**config.mk**
```make
export PLATFORM = sky130hd
export DESIGN_NAME = spi_regport
export DESIGN_NICKNAME = d
export VERILOG_FILES = /design/src/rtl/spi_regport_pkg.sv /design/src/rtl/spi_edge_sync.sv /design/src/rtl/byte_fifo.sv /design/src/rtl/spi_regport.sv
export SDC_FILE = /design/constraint.sdc
export NUM_CORES = 2
export LEC_CHECK = 0
export BUFFER_PORTS_ARGS = -buffer_cell sky130_fd_sc_hd__buf_2
export CAP_MARGIN = 10
export CORE_MARGIN = 3
export CORE_UTILIZATION = 55
export CTS_BUF_LIST = sky130_fd_sc_hd__clkbuf_16
export CTS_CLUSTER_SIZE = 20
export DETAILED_ROUTE_END_ITERATION = 8
export PLACE_DENSITY = 0.79
export SLEW_MARGIN = 20
export SYNTH_ARGS = -nofsm -noshare
export SYNTH_HDL_FRONTEND = slang
export SYNTH_SLANG_ARGS = --single-unit
```
**constraint.sdc**
```tcl
create_clock -name clk -period 3.8 [get_ports clk]
set_input_delay 0 -clock clk [delete_from_list [all_inputs] [get_ports clk]]
set_output_delay 0 -clock clk [all_outputs]
set_load 0.01 [all_outputs]
```
**src/rtl/spi_regport_pkg.sv**
```systemverilog
package spi_regport_pkg;
  localparam logic [5:0] CFG_LAST  = 6'h2E;
  localparam logic [5:0] WIN_LO    = 6'h30;
  localparam logic [5:0] WIN_HI    = 6'h3D;
  localparam logic [5:0] FIFO_ADDR = 6'h3F;
  localparam logic [5:0] STB_XOFF  = 6'h32;
  localparam logic [5:0] STB_PWD   = 6'h39;
  localparam logic [5:0] STB_FRX   = 6'h3A;
  localparam logic [5:0] STB_FTX   = 6'h3B;
  localparam int         NUM_WIN   = int'(WIN_HI - WIN_LO) + 1;
  localparam int         NUM_CFG   = int'(CFG_LAST) + 1;
  localparam logic [2:0] ST_IDLE   = 3'd0;
  localparam logic [2:0] ST_RXOVF  = 3'd6;
  localparam logic [2:0] ST_TXUNF  = 3'd7;

  typedef enum logic [2:0] {
    PH_HDR, PH_CFG, PH_STAT, PH_FIFO, PH_DROP
  } phase_t;
endpackage

```
**src/rtl/spi_edge_sync.sv**
```systemverilog
module spi_edge_sync #(
  parameter int W = 3,
  parameter logic [W-1:0] RST_VAL = '0
) (
  input  logic         clk,
  input  logic         rst,
  input  logic [W-1:0] d,
  output logic [W-1:0] q,
  output logic [W-1:0] rise,
  output logic [W-1:0] fall
);
  logic [W-1:0] m1, m2, m3;

  always_ff @(posedge clk) begin
    if (rst) begin
      m1 <= RST_VAL;
      m2 <= RST_VAL;
      m3 <= RST_VAL;
    end else begin
      m1 <= d;
      m2 <= m1;
      m3 <= m2;
    end
  end

  assign q    = m2;
  assign rise = m2 & ~m3;
  assign fall = ~m2 & m3;
endmodule

```
**src/rtl/byte_fifo.sv**
```systemverilog
module byte_fifo #(
  parameter int DW    = 8,
  parameter int DEPTH = 64,
  localparam int AW   = $clog2(DEPTH),
  localparam int CW   = $clog2(DEPTH + 1)
) (
  input  logic          clk,
  input  logic          rst,
  input  logic          flush,
  input  logic          push,
  input  logic [DW-1:0] wdata,
  input  logic          pop,
  output logic [DW-1:0] rdata,
  output logic [CW-1:0] count
);
  logic [DW-1:0] mem [DEPTH];
  logic [AW-1:0] wr_ptr, rd_ptr;
  logic          do_push, do_pop;

  assign do_push = push && (count != CW'(DEPTH));
  assign do_pop  = pop && (count != '0);

  always_ff @(posedge clk) begin
    if (do_push) mem[wr_ptr] <= wdata;
    rdata <= mem[rd_ptr];
  end

  always_ff @(posedge clk) begin
    if (rst || flush) begin
      wr_ptr <= '0;
      rd_ptr <= '0;
      count  <= '0;
    end else begin
      if (do_push) wr_ptr <= (wr_ptr == AW'(DEPTH - 1)) ? '0 : wr_ptr + 1'b1;
      if (do_pop)  rd_ptr <= (rd_ptr == AW'(DEPTH - 1)) ? '0 : rd_ptr + 1'b1;
      count <= count + CW'(do_push) - CW'(do_pop);
    end
  end

  AST_NO_OVERFLOW:  assert property (@(posedge clk) disable iff (rst)
    push |-> count != CW'(DEPTH));
  AST_NO_UNDERFLOW: assert property (@(posedge clk) disable iff (rst)
    pop |-> count != '0);
endmodule

```
**src/rtl/spi_regport.sv**
```systemverilog
module spi_regport
  import spi_regport_pkg::*;
#(
  parameter int FIFO_DEPTH = 64,
  localparam int CW = $clog2(FIFO_DEPTH + 1)
) (
  input  logic               clk,
  input  logic               rst,
  input  logic               sclk,
  input  logic               cs_n,
  input  logic               mosi,
  output logic               miso,
  input  logic               chip_rdy_n,
  input  logic [2:0]         state_i,
  input  logic [NUM_WIN*8-1:0] stat_i,
  output logic               cfg_we,
  output logic [5:0]         cfg_waddr,
  output logic [7:0]         cfg_wdata,
  output logic [NUM_WIN-1:0] strobe_o,
  output logic               tx_push_o,
  input  logic               tx_pop,
  output logic [7:0]         tx_q,
  input  logic               rx_push,
  input  logic [7:0]         rx_d,
  output logic               rx_pop_o
);
  localparam logic [3:0] PWD_IDX  = 4'(STB_PWD - WIN_LO);
  localparam logic [3:0] XOFF_IDX = 4'(STB_XOFF - WIN_LO);

  logic [2:0] sq, srise, sfall;
  logic cs_s, cs_rise, cs_fall, sclk_rise, sclk_fall, mosi_s;

  spi_edge_sync #(.W(3), .RST_VAL(3'b100)) u_sync (
    .clk(clk), .rst(rst), .d({cs_n, sclk, mosi}),
    .q(sq), .rise(srise), .fall(sfall)
  );
  assign cs_s      = sq[2];
  assign cs_rise   = srise[2];
  assign cs_fall   = sfall[2];
  assign sclk_rise = srise[1];
  assign sclk_fall = sfall[1];
  assign mosi_s    = sq[0];

  logic [CW-1:0] tx_cnt, rx_cnt;
  logic [7:0]    rx_q, tx_wd;
  logic          flush_rx, flush_tx;

  byte_fifo #(.DW(8), .DEPTH(FIFO_DEPTH)) u_txf (
    .clk(clk), .rst(rst), .flush(flush_tx), .push(tx_push_o), .wdata(tx_wd),
    .pop(tx_pop), .rdata(tx_q), .count(tx_cnt)
  );
  byte_fifo #(.DW(8), .DEPTH(FIFO_DEPTH)) u_rxf (
    .clk(clk), .rst(rst), .flush(flush_rx), .push(rx_push), .wdata(rx_d),
    .pop(rx_pop_o), .rdata(rx_q), .count(rx_cnt)
  );

  function automatic logic [3:0] sat4(input logic [CW-1:0] v);
    return (v > CW'(15)) ? 4'hF : v[3:0];
  endfunction

  phase_t     phase;
  logic [2:0] bitcnt;
  logic [6:0] shreg;
  logic       rw, burst, live, dir;
  logic [5:0] addr;
  logic [7:0] out_byte;
  logic [7:0] cfg [NUM_CFG];
  logic       pend_pwd, pend_xoff;

  logic [7:0]    rx_byte, st_now, src_byte;
  logic [CW-1:0] tx_free;
  logic [5:0]    h_addr, a_next;
  logic [3:0]    sidx;
  logic          in_win, rd_fifo, flush_ok, rx_has;

  assign rx_byte  = {shreg, mosi_s};
  assign h_addr   = rx_byte[5:0];
  assign sidx     = 4'(h_addr - WIN_LO);
  assign in_win   = (h_addr >= WIN_LO) && (h_addr <= WIN_HI);
  assign a_next   = addr + 6'd1;
  assign tx_free  = CW'(FIFO_DEPTH) - tx_cnt;
  assign rx_has   = (rx_cnt != '0);
  assign st_now   = {chip_rdy_n, state_i, sat4(dir ? rx_cnt : tx_free)};
  assign rd_fifo  = (phase == PH_FIFO) && rw;
  assign src_byte = live ? st_now : (rd_fifo ? (rx_has ? rx_q : 8'h00) : out_byte);
  assign flush_ok = (state_i == ST_IDLE) || (state_i == ST_RXOVF) || (state_i == ST_TXUNF);

  always_ff @(posedge clk) begin
    if (rst) begin
      phase <= PH_HDR;  bitcnt <= '0;  shreg <= '0;
      rw <= 1'b0;  burst <= 1'b0;  live <= 1'b1;  dir <= 1'b0;
      addr <= '0;  out_byte <= '0;  miso <= 1'b0;
      pend_pwd <= 1'b0;  pend_xoff <= 1'b0;
      cfg_we <= 1'b0;  cfg_waddr <= '0;  cfg_wdata <= '0;
      strobe_o <= '0;  tx_push_o <= 1'b0;  tx_wd <= '0;  rx_pop_o <= 1'b0;
      flush_rx <= 1'b0;  flush_tx <= 1'b0;
      for (int i = 0; i < NUM_CFG; i++) cfg[i] <= '0;
    end else begin
      cfg_we <= 1'b0;  strobe_o <= '0;  tx_push_o <= 1'b0;  rx_pop_o <= 1'b0;
      flush_rx <= 1'b0;  flush_tx <= 1'b0;
      if (cs_rise) begin
        phase <= PH_HDR;  bitcnt <= '0;  live <= 1'b1;  dir <= 1'b0;
        strobe_o[PWD_IDX]  <= pend_pwd;
        strobe_o[XOFF_IDX] <= pend_xoff;
        pend_pwd <= 1'b0;  pend_xoff <= 1'b0;
      end else if (cs_fall) begin
        phase <= PH_HDR;  bitcnt <= '0;  live <= 1'b1;  dir <= 1'b0;
        miso <= chip_rdy_n;
      end else if (!cs_s) begin
        if (sclk_rise) begin
          shreg  <= rx_byte[6:0];
          bitcnt <= bitcnt + 3'd1;
          if (phase == PH_HDR && bitcnt == 3'd0) dir <= mosi_s;
          if (bitcnt == 3'd7) begin
            if (phase == PH_HDR) begin
              rw <= rx_byte[7];  burst <= rx_byte[6];  addr <= h_addr;
              live <= ~rx_byte[7];
              if (h_addr <= CFG_LAST) begin
                phase <= PH_CFG;  out_byte <= cfg[h_addr];
              end else if (in_win && rx_byte[6]) begin
                phase <= PH_STAT;  out_byte <= stat_i[{sidx, 3'b000} +: 8];
              end else if (in_win) begin
                live <= 1'b1;
                if (h_addr == STB_PWD)       pend_pwd  <= 1'b1;
                else if (h_addr == STB_XOFF) pend_xoff <= 1'b1;
                else                         strobe_o[sidx] <= 1'b1;
                if (h_addr == STB_FRX && flush_ok) flush_rx <= 1'b1;
                if (h_addr == STB_FTX && flush_ok) flush_tx <= 1'b1;
              end else if (h_addr == FIFO_ADDR) begin
                phase <= PH_FIFO;
              end else begin
                phase <= PH_DROP;  out_byte <= 8'h00;
              end
            end else begin
              case (phase)
                PH_CFG: begin
                  if (!rw && addr <= CFG_LAST) begin
                    cfg[addr] <= rx_byte;
                    cfg_we <= 1'b1;  cfg_waddr <= addr;  cfg_wdata <= rx_byte;
                  end
                  if (burst) begin
                    addr     <= a_next;
                    out_byte <= (a_next <= CFG_LAST) ? cfg[a_next] : 8'h00;
                  end else begin
                    phase <= PH_HDR;  live <= 1'b1;
                  end
                end
                PH_FIFO: begin
                  if (!rw) begin
                    if (tx_cnt != CW'(FIFO_DEPTH)) begin
                      tx_push_o <= 1'b1;  tx_wd <= rx_byte;
                    end
                  end else begin
                    rx_pop_o <= rx_has;
                  end
                  if (!burst) begin
                    phase <= PH_HDR;  live <= 1'b1;
                  end
                end
                PH_DROP: begin
                  if (!burst) begin
                    phase <= PH_HDR;  live <= 1'b1;
                  end
                end
                default: begin
                  phase <= PH_HDR;  live <= 1'b1;
                end
              endcase
            end
          end
        end
        if (sclk_fall) miso <= src_byte[~bitcnt];
      end
    end
  end

  AST_STROBE_ONEHOT: assert property (@(posedge clk) disable iff (rst)
    $onehot0(strobe_o));
  AST_PWD_DEFERRED: assert property (@(posedge clk) disable iff (rst)
    strobe_o[PWD_IDX] |-> $past(cs_rise));
  AST_XOFF_DEFERRED: assert property (@(posedge clk) disable iff (rst)
    strobe_o[XOFF_IDX] |-> $past(cs_rise));
  AST_CFG_WR_RANGE: assert property (@(posedge clk) disable iff (rst)
    cfg_we |-> cfg_waddr <= CFG_LAST);
  AST_NO_WRITE_DESELECTED: assert property (@(posedge clk) disable iff (rst)
    $past(cs_s) |-> !cfg_we && !tx_push_o);
  AST_FLUSH_GATED: assert property (@(posedge clk) disable iff (rst)
    (flush_rx || flush_tx) |-> ($past(state_i) == ST_IDLE || $past(state_i) == ST_RXOVF
                                || $past(state_i) == ST_TXUNF));
endmodule

```
==> flow_metrics.py <==
metrics = {
    "grt": {
        "grt_pass1_vias": 38818,
        "overflow": 0,
        "antenna_found_initial": 7,
        "grt_max_degree": 72,
        "track_usage_pct": 28.0,
        "grt_pass1_wl_microns": 263000,
    },
    "floorplan": {
        "die_y_microns": 357,
        "coreArea_sq_mm": 0.122,
        "die_area_sq_mm": 0.127,
        "fp.dieW_microns": 357,
        "std_cell_rows": 128,
        "start_util_pct": 55.5,
        "num_io_pins": 171,
    },
    "setup_path": {
        "cp.required_ns": 4.29,
        "critPathSlowestCell": "or4_4",
        "cp.arrival_ns": 4.06,
        "critical_path.cell_chain": "ha_1 > ha_1 > nand4bb_4 > or3_4 > or3_4 > or4_4 > nor2_1 > or2_2",
        "path_buf_inv": 0,
        "cp-end-kind": "flip-flop",
        "reg2reg_depth": 8,
        "critical_path_class": "flip-flop to flip-flop",
        "crit_path_max_fanout": 32,
        "crit_path_start_kind": "flip-flop",
        "r2r_end": "cfg[11][3]",
        "r2r_start": "bitcnt[1]",
        "cp_slowest_stage_delay_ns": 0.72,
        "path_delay_family": "simple AND/OR/NAND/NOR gates",
        "r2r_setup_slack_ns": 0.22,
    },
    "place": {
        "dpl.hpwl_microns": 113000,
        "portBuffers": 170,
        "dp_slack_ns": 0.305,
        "dp.cells": 5601,
        "place.gp.congestion": 0.993,
        "place_area_sq_mm": 0.0711,
    },
    "synth": {
        "syn_nets": 4063,
        "yosysMostFrequentCell": "edfxtp_1",
        "synth_edf_count": 1408,
        "syn_inst": 3896,
        "ys_seq_area_share_pct": 66.5,
        "async_flop_share_pct": 0,
        "ys.flop_type": "edfxtp_1",
        "synth_seq_cells": 1545,
        "synthTopCellsByCount": "edfxtp_1, mux4_2, nor2_1",
        "yosysTopAreaCell": "edfxtp_1",
        "yosys-top-cells-area": "edfxtp_1, mux4_2, dfxtp_1",
        "synth.avg_cell_area_sq_um": 17.4,
        "synth_area_sq_mm": 0.0677,
        "ys_types": 79,
        "synth_top_area_share_pct": 62.5,
        "yosys_warnings": 0,
    },
    "finish": {
        "layout.nets": 4322,
        "post-route-cell-area_sq_mm": 0.0764,
        "synthToLayoutAreaGrowth_pct": 12.9,
        "final_util_pct": 62.6,
        "drive_above_1_share_pct": 30.1,
        "fillCellCount": 8198,
        "finalNonFillerCells": 5916,
    },
    "pwr": {
        "peakVddDrop_uv": 493,
        "finalPower_mw": 37.3,
        "power_density_mw_per_mm2": 488,
        "p_leak_nw": 24.8,
    },
    "timing": {
        "whs_ns": 0.0744,
        "clock_skew_ns": 0.0434,
        "finalHoldViolCount": 0,
        "report.final.slew_viol_count": 0,
        "period_share_pct": 94.2,
        "finalSetupViolCount": 0,
        "rsz0062_at_grt": "no",
        "fmax_ghz": 0.279,
        "worstMarginPinSlew_ns": 0.982,
        "relSlewSlack_pct": 34.5,
        "setup_tns_ns": 0,
        "period_minus_slack_ns": 3.58,
        "worst_slack_ns": 0.222,
    },
    "drt": {
        "wirelength_microns": 177000,
        "ant_nets": 0,
        "routedWlPerCell_microns": 30.0,
        "num_vias": 39228,
        "drt-pass1-iter-count": 8,
        "vias_per_cell": 6.63,
        "drc": 0,
        "detail_route.iter0.violations": 5989,
    },
    "clock_network": {
        "path_clk_slew_ns": 0.07,
        "cts_tree": "yes",
        "cts_setup_buffers": 0,
        "htree_levels": 4,
        "cts_made_buffers": 154,
        "cts_max_path_buffers": 3,
        "clock_sinks": 1545,
        "clockRootBuffer": "clkbuf_16",
        "clk_latency_ns": 0.80,
    },
    "worst_hold_path": {
        "hold_end": "out_byte[7]",
        "hp-start": "stat_i[103]",
        "min_path_cells": 7,
        "hold_path.class": "input pin to flip-flop",
    },
    "status": {
        "status": "finished clean",
    },
    "job": {
        "maxCapViolations": 0,
    },
}
worst reg2reg max path, delay by kind of cell (launching register included):
kind | cells | cell delay [ns]
flip-flops | 1 | 0.44
AND/OR/NAND/NOR | 6 | 2.40
adder cells (fa/ha/maj) | 2 | 0.45
metal layers:
layer	track usage [%]	up-vias	routed length, microns	share of wire (%)
li1	-	16012	-	-
met1	39.1	20054	65500	37
met2	43.9	2809	84700	48
met3	7.90	345	22200	13
met4	7.92	8	4930	2.8
met5	0	-	53	0.030
how the worst max path moves through the flow:
stage | from | endpoint | slack, ns | cells after the start
floorplan | addr[0] | out_byte[2] | 0.38 | 11
global placement | u_sync.q[2] | cfg[8][0] | 0.47 | 7
detailed placement | u_sync.q[2] | cfg[20][0] | 0.31 | 8
CTS | bitcnt[1] | cfg[19][3] | 0.26 | 9
global route | u_sync.q[2] | cfg[10][1] | 0.09 | 7
finish | bitcnt[1] | cfg[11][3] | 0.22 | 8
final cells by class:
class	count	area, sq um	area share (%)
timing repair buffer	393	2850	3.72
sequential	1545	45100	59.0
clock buffer	158	3950	5.17
multi-input combinational	2021	21200	27.8
inverter	40	151	0.198
tap	1625	2030	2.66
antenna	6	15.0	0.0196
clock inverter	128	1130	1.48
layout by cell type (no fill, tap or decap), types with 93 or more instances in the layout:
master / Yosys / final
and2_1: 239 / 239
buf_2: 61 / 165
buf_4: 16 / 185
clkbuf_16: 0 / 158
dfxtp_1: 137 / 114
edfxtp_1: 1408 / 1408
mux2i_1: 93 / 93
mux4_2: 547 / 547
nand2_1: 161 / 160
nor2_1: 298 / 298
nor3_1: 149 / 148
repair_timing:
item,in CTS,in global routing
hold buffers,19,4
resized for setup,0,1
endpoints found under the hold margin,208,256
endpoints found under the setup margin,0,56
sequential cells by signal, indices dropped and copies added, names as in the netlist, 7 cells and up:
register / count
u_txf.count: 7
cfg: 384
u_rxf.count: 7
cfg_wdata: 8
u_rxf.rdata: 8
out_byte: 8
shreg: 7
tx_wd: 8
strobe_o: 14
u_rxf.mem: 512
u_txf.rdata: 8
u_txf.mem: 512
cell families after synthesis:
kind of cell,Yosys count,synth area share (%)
buffers and inverters,330,2.23
adder cells (fa/ha/maj),36,0.688
AO/OA/AOI/OAI,225,2.16
multiplexers,650,19.7
AND/OR/NAND/NOR,1073,8.19
XOR/XNOR,37,0.479
flip-flops,1545,66.5
power breakdown:
part	switching (mW)	internal (mW)
logic	1.67	1.59
registers	0.236	18.7
clock network	6.75	8.38
total	8.66	28.7
No activity file was read; power rests on OpenSTA's default activity.
